<file path="config.mk">
export PLATFORM = sky130hd
export DESIGN_NAME = pixclk_div
export DESIGN_NICKNAME = d
export VERILOG_FILES = /design/src/rtl/pixdiv_decode.sv /design/src/rtl/pixdiv_counter.sv /design/src/rtl/pixdiv_shaper.sv /design/src/rtl/pixclk_div.sv
export SDC_FILE = /design/constraint.sdc
export NUM_CORES = 1
export LEC_CHECK = 0
export BUFFER_PORTS_ARGS = -buffer_cell sky130_fd_sc_hd__buf_2
export CORE_MARGIN = 2
export CORE_UTILIZATION = 55
export CTS_CLUSTER_SIZE = 10
export DETAILED_ROUTE_END_ITERATION = 8
export PLACE_DENSITY = 0.72
export SLEW_MARGIN = 30
export SYNTH_ARGS = -nofsm -noshare
export SYNTH_HDL_FRONTEND = slang
export SYNTH_HIERARCHICAL = 1
export SYNTH_SLANG_ARGS = --single-unit
</file>
<file path="constraint.sdc">
create_clock -name clk -period 4.2 [get_ports clk]
set_input_delay 0.42 -clock clk [delete_from_list [all_inputs] [get_ports clk]]
set_output_delay 0.42 -clock clk [all_outputs]
set_load 0.01 [all_outputs]
</file>
<file path="src/rtl/pixdiv_decode.sv">
// Module pixdiv_decode
// Turns the bypass bit and the two divisor fields into an effective divisor.
// Rules: bypass gives 1; otherwise {hi,lo}+2, saturated at 2^(LO_W+HI_W)-1.
// Assumes: purely combinational; the inputs are quasi-static register fields.
module pixdiv_decode #(
    parameter int LO_W = 5,
    parameter int HI_W = 5,
    localparam int DIV_W = LO_W + HI_W
) (
    input  logic             bypass,
    input  logic [LO_W-1:0]  div_lo,
    input  logic [HI_W-1:0]  div_hi,
    output logic [DIV_W-1:0] divisor
);
    localparam logic [DIV_W:0] DIV_MAX = {1'b0, {DIV_W{1'b1}}};

    logic [DIV_W-1:0] prog;
    logic [DIV_W:0]   sum;

    // Join the fields (low field in the LSBs) and add the fixed offset of two.
    always_comb begin
        prog = {div_hi, div_lo};
        sum  = {1'b0, prog} + (DIV_W+1)'(2);
    end

    // Select divide-by-one, the saturated maximum, or the offset sum.
    always_comb begin
        if (bypass)
            divisor = DIV_W'(1);
        else if (sum > DIV_MAX)
            divisor = DIV_MAX[DIV_W-1:0];
        else
            divisor = sum[DIV_W-1:0];
    end

endmodule

</file>
<file path="src/rtl/pixdiv_counter.sv">
// Module pixdiv_counter
// Counts reference cycles within one output period and latches the requested
// divisor only at a period boundary (or on the first cycle after reset).
// Exposes the next-state count and divisor so that the output stage can
// register its outputs in step with the counter.
// Assumes: req_div is never 0; synchronous active-low reset.
module pixdiv_counter #(
    parameter int DIV_W = 10
) (
    input  logic             clk,
    input  logic             rst_n,
    input  logic [DIV_W-1:0] req_div,
    output logic [DIV_W-1:0] nxt_cnt,
    output logic [DIV_W-1:0] nxt_div
);
    logic             act_q;
    logic [DIV_W-1:0] cnt_q;
    logic [DIV_W-1:0] div_q;
    logic             at_end;

    // The last cycle of the current period, or the idle state right after reset.
    always_comb at_end = !act_q || (cnt_q == (div_q - DIV_W'(1)));

    // Next state: at a boundary restart from zero and take the new divisor.
    always_comb begin
        if (at_end) begin
            nxt_cnt = '0;
            nxt_div = req_div;
        end else begin
            nxt_cnt = cnt_q + DIV_W'(1);
            nxt_div = div_q;
        end
    end

    // State registers, cleared by the synchronous reset.
    always_ff @(posedge clk) begin
        if (!rst_n) begin
            act_q <= 1'b0;
            cnt_q <= '0;
            div_q <= DIV_W'(1);
        end else begin
            act_q <= 1'b1;
            cnt_q <= nxt_cnt;
            div_q <= nxt_div;
        end
    end

    // The counter never reaches the latched divisor.
    p_cnt_range_r3: assert property (@(posedge clk) disable iff (!rst_n)
        act_q |-> (cnt_q < div_q));

    // Away from a period start, the latched divisor holds its value.
    p_div_hold_r8: assert property (@(posedge clk) disable iff (!rst_n)
        (act_q && cnt_q != '0) |-> $stable(div_q));

    // A divisor of one restarts the period on every cycle.
    p_bypass_wrap_r5: assert property (@(posedge clk) disable iff (!rst_n)
        (act_q && div_q == DIV_W'(1)) |=> (cnt_q == '0));

endmodule

</file>
<file path="src/rtl/pixdiv_shaper.sv">
// Module pixdiv_shaper
// Registers the strobe and phase outputs from the counter's next state, so
// the outputs are glitch-free flops aligned with the counter.
// Assumes: nxt_div >= 1 and nxt_cnt < nxt_div.
module pixdiv_shaper #(
    parameter int DIV_W = 10
) (
    input  logic             clk,
    input  logic             rst_n,
    input  logic [DIV_W-1:0] nxt_cnt,
    input  logic [DIV_W-1:0] nxt_div,
    output logic             pix_ce,
    output logic             pix_phase
);
    logic [DIV_W:0] hi_len;

    // Length of the high phase: ceil(divisor/2).
    always_comb hi_len = ({1'b0, nxt_div} + (DIV_W+1)'(1)) >> 1;

    // Output flops: strobe at count zero, phase high in the first part.
    always_ff @(posedge clk) begin
        if (!rst_n) begin
            pix_ce    <= 1'b0;
            pix_phase <= 1'b0;
        end else begin
            pix_ce    <= (nxt_cnt == '0);
            pix_phase <= ({1'b0, nxt_cnt} < hi_len);
        end
    end

    // Reset leaves both outputs low.
    p_reset_quiet_r1: assert property (@(posedge clk)
        !rst_n |=> (!pix_ce && !pix_phase));

    // The strobe always falls inside the high phase.
    p_ce_in_high_r7: assert property (@(posedge clk) disable iff (!rst_n)
        pix_ce |-> pix_phase);

endmodule

</file>
<file path="src/rtl/pixclk_div.sv">
// Module pixclk_div
// Pixel clock divider with bypass: derives a clock-enable strobe and a phase
// level at reference/D, where D = {div_hi,div_lo}+2 or 1 when bypassed.
// Assumes: runs entirely on the reference clock; synchronous active-low reset.
module pixclk_div #(
    parameter int LO_W = 5,
    parameter int HI_W = 5
) (
    input  logic            clk,
    input  logic            rst_n,
    input  logic            bypass,
    input  logic [LO_W-1:0] div_lo,
    input  logic [HI_W-1:0] div_hi,
    output logic            pix_ce,
    output logic            pix_phase
);
    localparam int DIV_W = LO_W + HI_W;

    logic [DIV_W-1:0] req_div;
    logic [DIV_W-1:0] nxt_cnt;
    logic [DIV_W-1:0] nxt_div;

    pixdiv_decode #(.LO_W(LO_W), .HI_W(HI_W)) u_dec (
        .bypass  (bypass),
        .div_lo  (div_lo),
        .div_hi  (div_hi),
        .divisor (req_div)
    );

    pixdiv_counter #(.DIV_W(DIV_W)) u_cnt (
        .clk     (clk),
        .rst_n   (rst_n),
        .req_div (req_div),
        .nxt_cnt (nxt_cnt),
        .nxt_div (nxt_div)
    );

    pixdiv_shaper #(.DIV_W(DIV_W)) u_shp (
        .clk       (clk),
        .rst_n     (rst_n),
        .nxt_cnt   (nxt_cnt),
        .nxt_div   (nxt_div),
        .pix_ce    (pix_ce),
        .pix_phase (pix_phase)
    );

endmodule

</file>
# ---- Word level (Yosys, flattened, before mapping)
# Index checks and enable logic that the tools add are counted.
dict set report word_totals {
  in_bits 13
  regBits 23
}
dict set report op_classes {
  order_cmp 2
  reduce_logical 3
  n_eq_ne 1
  mux 5
  addsub 4
}
# op count
set op_table {}
lappend op_table {{2-to-1 mux 10 bit} 4}
lappend op_table {{adder 10 x 1 -> 11 bit (second input constant)} 1}
lappend op_table {{adder 10 x 2 -> 11 bit (second input constant)} 1}
lappend op_table {{> comparator 11 x 10 -> 1 bit (second input constant)} 1}
lappend op_table {{adder 10 x 1 -> 10 bit (second input constant)} 1}
lappend op_table {{equality test 10 bit} 1}
lappend op_table {{logical NOT 10 bit} 1}
lappend op_table {{less-than comparator 10 bit} 1}
lappend op_table {{subtractor 10 x 1 -> 10 bit (second input constant)} 1}
lappend op_table {{logical NOT 1 bit} 1}
lappend op_table {{logical OR 1 bit} 1}
lappend op_table {{2-to-1 mux 1 bit} 1}

# ---- Depth between registers and ports, before layout
dict set report logic_depth {
  ltp_word 7
  depth_mapped 18
  ltp_nobuf 16
}

# ---- By module
# The synthesis kept the hierarchy.
# mod cells_per_inst area_per_inst_um2 instances
set by_module_without_submodules {}
lappend by_module_without_submodules {pixdiv_counter 150 1360.1 1}
lappend by_module_without_submodules {pixdiv_shaper 50 407.9 1}
lappend by_module_without_submodules {pixdiv_decode 57 386.6 1}

# ---- Least setup slack after synthesis
# No wires, ideal clock.
dict set report synth_timing {
  kind {register to register}
  from {reg u_cnt.div_q[0]}
  to {reg u_shp.pix_phase}
  arrival_time_ns 3.624
  setup_time_ns 0.129
  stages_incl_launch_ff 19
  setup_slack_ns 0.447
  path_buffers 2
  cell_sequence {dfxtp_1 -> inv_1 -> ha_1 -> or3b_1 -> nor3_2 -> a31oi_1 -> o31ai_1 -> and3_1 -> buf_6 -> buf_8 -> mux2_4 -> ha_1 -> and3_2 -> and3_2 -> xnor2_1 -> ha_1 -> nand4_1 -> o311ai_0 -> nor3_1}
}
dict set report synth_via {
  elab_chain_cells 6
}
# item line_no
set synth_rtl {}
lappend synth_rtl {{start, declared} pixdiv_counter.sv:18} ;# logic [DIV_W-1:0] div_q;
lappend synth_rtl {{start signal, assigned} pixdiv_counter.sv:44} ;# div_q <= nxt_div;
lappend synth_rtl {{subtractor 10 x 1 -> 10 bit} pixdiv_counter.sv:22} ;# always_comb at_end = !act_q || (cnt_q == (div_q - DIV_W'(1)));
lappend synth_rtl {{equality test 10 bit} pixdiv_counter.sv:22}
lappend synth_rtl {{logical OR 1 bit} pixdiv_counter.sv:22}
lappend synth_rtl {{2-to-1 mux 10 bit (*)} pixdiv_counter.sv:26} ;# if (at_end) begin
lappend synth_rtl {{net nxt_div[0]} pixclk_div.sv:21} ;# logic [DIV_W-1:0] nxt_div;
lappend synth_rtl {{adder 10 x 1 -> 11 bit (*)} pixdiv_shaper.sv:18} ;# always_comb hi_len = ({1'b0, nxt_div} + (DIV_W+1)'(1)) >> 1;
lappend synth_rtl {{less-than comparator 10 bit (*)} pixdiv_shaper.sv:27} ;# pix_phase <= ({1'b0, nxt_cnt} < hi_len);
lappend synth_rtl {{end signal, assigned} pixdiv_shaper.sv:27}
lappend synth_rtl {{end, declared} pixdiv_shaper.sv:13} ;# output logic pix_phase
# The timed path passes the listed nets; every way through them passes the cells marked *.
# A chain may end at the register's enable or synchronous reset.

# ---- Final worst setup path
dict set report layout_timing {
  from {reg u_cnt.div_q[0]}
  to {reg u_shp.pix_phase}
}
dict set report layout_via {
  elab_chain_cells 6
}
# item line_no
set layout_rtl {}
lappend layout_rtl {{subtractor 10 x 1 -> 10 bit} pixdiv_counter.sv:22}
lappend layout_rtl {{equality test 10 bit} pixdiv_counter.sv:22}
lappend layout_rtl {{logical OR 1 bit} pixdiv_counter.sv:22}
lappend layout_rtl {{2-to-1 mux 10 bit} pixdiv_counter.sv:26}
lappend layout_rtl {{net nxt_div[3]} pixclk_div.sv:21}
lappend layout_rtl {{adder 10 x 1 -> 11 bit} pixdiv_shaper.sv:18}
lappend layout_rtl {{less-than comparator 10 bit} pixdiv_shaper.sv:27}
# The timed path passes the listed nets, and every way through them passes these cells.

==> flow_summary.ini <==
[run_status]
status = complete, no violations

[route]
drt-total-wl_um = 4420
highest_layer = met4
viasPerCell = 5.83
met3_length_um = 76
ant_nets = 0
wirelength_met1_um = 2300
num_vias = 1812
drt_iter0_markers = 119
post_drt_wl_per_cell_um = 14.2
drt_first_pass_iters = 4
met2_length_um = 2020
drc = 0

[timing]
fin_hold_ws_ns = 0.510
tightest_slew_ns = 0.511
finalSetupTns_ns = 0
report.final.hold_viol_count = 0
fin_worst_skew_ns = 0.00550
maxSlewViolCount = 0
fin_crit_sh_pct = 94.2
setup_viol = 0
clock.fmax_mhz = 253
rsz0062_at_grt = no
relSlewSlack_pct = 65.9
min_period_ns = 3.96

[synthesis]
async_reset_ff_share_pct = 0
synth_enable_flop_cells = 0
syn_area_sq_um = 2150
syn-num-nets = 284
syn_inst = 257
synth_warnings = 6
ys.flop_type = dfxtp_1
ys_ff_latch = 23
yosysSeqAreaShare_pct = 21.4
syn_avg_cell_area_sq_um = 8.38
synthDistinctLibCells = 51

[floorplan]
row_count = 22
start_util_pct = 58.0
dieArea_sq_um = 4430
die_width_um = 66.6
die_h_um = 66.6
coreArea_sq_um = 3720
io_pins = 15

[worst_setup_path]
slowest_stage = or3b_1
endpoint_kind = flop
critical_path_class = reg -> reg
crit_chain = inv_1 > ha_1 > or3b_1 > nor3_2 > a31oi_1 > o31ai_1 > and3_2 > buf_12 > mux2_4 > and3_2 > and3_2 > xnor2_1 > ha_1 > nand4_1 > o311ai_0 > nor3_1
cp.required_ns = 4.36
slowest_delay_ns = 0.40
path_common_cell = and3_2
path_max_fanout = 34
crit_path_start_kind = flop
cp.arrival_ns = 4.11
cpLargestDelayFamily = simple AND/OR/NAND/NOR gates
path_buf_inv = 2

[min_path]
min_path_type = reg -> reg

[clock_network]
clock_latency_ns = 0.27
cts_tree = yes
clock_sinks = 23
postCtsHoldBufs = 0
cts-buffers-inserted = 3
cts_setup_buffers = 0
cts_root_buf = clkbuf_8
clkSlewWorstSetupHoldPaths_ns = 0.09
clock_path_buffers = 2
cts.repair.resized = 0
h-tree-depth = 1

[grt]
grt_use_total_pct = 21.3
gr-total-overflow = 0
grt_antenna_before_repair = 0
grt_start_max_net_pins = 35
grt_pass1_vias = 1548
grt_pass1_wl_um = 7390

[final_layout]
area_growth_pct = 4.99
n_antenna_cell = 0
fillers = 360
num-nets-final = 291
finish.utilization_pct = 60.9
drive_gt1_share_pct = 14.8

[pwr]
share_seq_of_total_power_pct = 27.5
switchingPower_uw = 483
irDropWorstVdd_v = 0.000359
power_density_nw_per_um2 = 501
sw_frac_of_total_pct = 42.6
power_frac_clock_pct = 12.9
p_comb_share_pct = 59.6
power.internal_uw = 652
p_leak_uw = 0.000933

[place]
finalWeightedCongestion = 0.812
hpwlAfterDp_um = 3430
port_buffers = 14

[flow_run]
cap_violations = 0
-- power groups by stage --
stage | Clock (uW) | Sequential (uW) | Combinational [uW]
2_1_floorplan | 0 | 304 | 597
3_3_place_gp | 0 | 317 | 660
3_5_place_dp | 0 | 316 | 673
4_1_cts | 153 | 311 | 677
5_1_grt | 162 | 319 | 742
6_report | 146 | 312 | 677
-- registers in the layout (all words and copies together) (netlist names) --
signal           flops
u_cnt/cnt_q         10
u_cnt/div_q         10
u_cnt/act_q          1
u_shp/pix_ce         1
u_shp/pix_phase      1
-- tightest hold or removal path: stages, from the launching register on --
cell     delay (ns)
dfxtp_1        0.35
nand2_1        0.06
mux2i_1        0.05
-- per-layer routing --
metal,GRT usage [%],vias up
li1,-,928
met1,31.2,858
met2,32.8,22
met3,2.70,4
met4,5.36,0
met5,0,-
-- placed cells by master, fill, tap and decap left out, types with 3 or more instances in the layout --
master / Yosys / routed
nor4_1: 3 / 3
buf_2: 2 / 14
nor3b_1: 9 / 9
nand2b_1: 4 / 4
and3_1: 5 / 4
nand4_1: 6 / 6
ha_1: 14 / 14
and3_2: 2 / 3
nand3_2: 3 / 3
mux2i_1: 11 / 11
xnor2_1: 16 / 16
nor2_1: 20 / 20
mux2_4: 10 / 10
nand2_1: 30 / 30
nor2b_1: 3 / 3
nand3_1: 13 / 13
xor2_1: 17 / 17
inv_1: 7 / 7
clkbuf_8: 0 / 3
a21o_1: 3 / 3
dfxtp_1: 23 / 23
a31oi_1: 4 / 4
a21oi_1: 11 / 11
-- synth_stat cells, drive strengths merged, types with 2 or more instances --
cell	instances	share of area (%)
and4	2	0.93
mux2i	11	5.1
dfxtp	23	21
and3	8	2.7
nand3	16	4.4
nand2	30	5.2
o21ai	2	0.46
nand4	6	1.7
a31oi	4	1.2
nor2	20	3.5
clkbuf	4	0.70
ha	14	8.1
o31ai	2	0.70
xnor2	16	6.5
nand2b	4	1.2
xor2	17	6.9
nor4	3	0.87
inv	7	1.2
buf	9	3.6
or4	2	0.70
mux2	10	7.0
nor3b	9	3.1
nor3	3	0.93
a211oi	2	0.93
and2b	2	0.70
a21oi	11	2.6
nor2b	3	0.87
nand3b	2	0.70
a21o	3	1.0
-- final cells by class --
cell class	instances	area [sq um]	share of cell area [%]
inverters	7	26.3	1.16
clock inverters	1	7.51	0.332
flip-flops and latches	23	460	20.4
multi-input cells	214	1580	69.7
repair buffers	15	90.1	3.98
well taps	48	60.1	2.65
clock buffers	3	41.3	1.83
-- per-stage QoR --
step,cells,area [sq um],power [uW],setup WS (ns)
after floorplan,257,2150,901,0.447
after global placement,307,2210,977,0.346
after detailed placement,307,2210,989,0.248
after CTS,311,2260,1140,0.213
after global routing,311,2260,1220,0.0345
final,311,2260,1130,0.243
-- kinds of logic after synthesis --
family	share of synthesized area, %
adder cells (fa/ha/maj)	8.13
AND/OR/NAND/NOR	30.0
multiplexers	12.1
buffers and inverters	5.52
AO/OA/AOI/OAI	9.52
flip-flops	21.4
XOR/XNOR	13.4
-- path summary, 6_finish.rpt --
| path | startpoint | depth (start not counted) | slack [ns] | end |
|---|---|---|---|---|
| min reg2reg | u_cnt/div_q[1] | 2 | 0.51 | u_cnt/div_q[1] |
| max reg2reg | u_cnt/div_q[0] | 16 | 0.24 | u_shp/pix_phase |
| max | u_cnt/div_q[0] | 16 | 0.24 | u_shp/pix_phase |
| min | u_cnt/div_q[1] | 2 | 0.51 | u_cnt/div_q[1] |
Power figures use the tool's default switching activity.
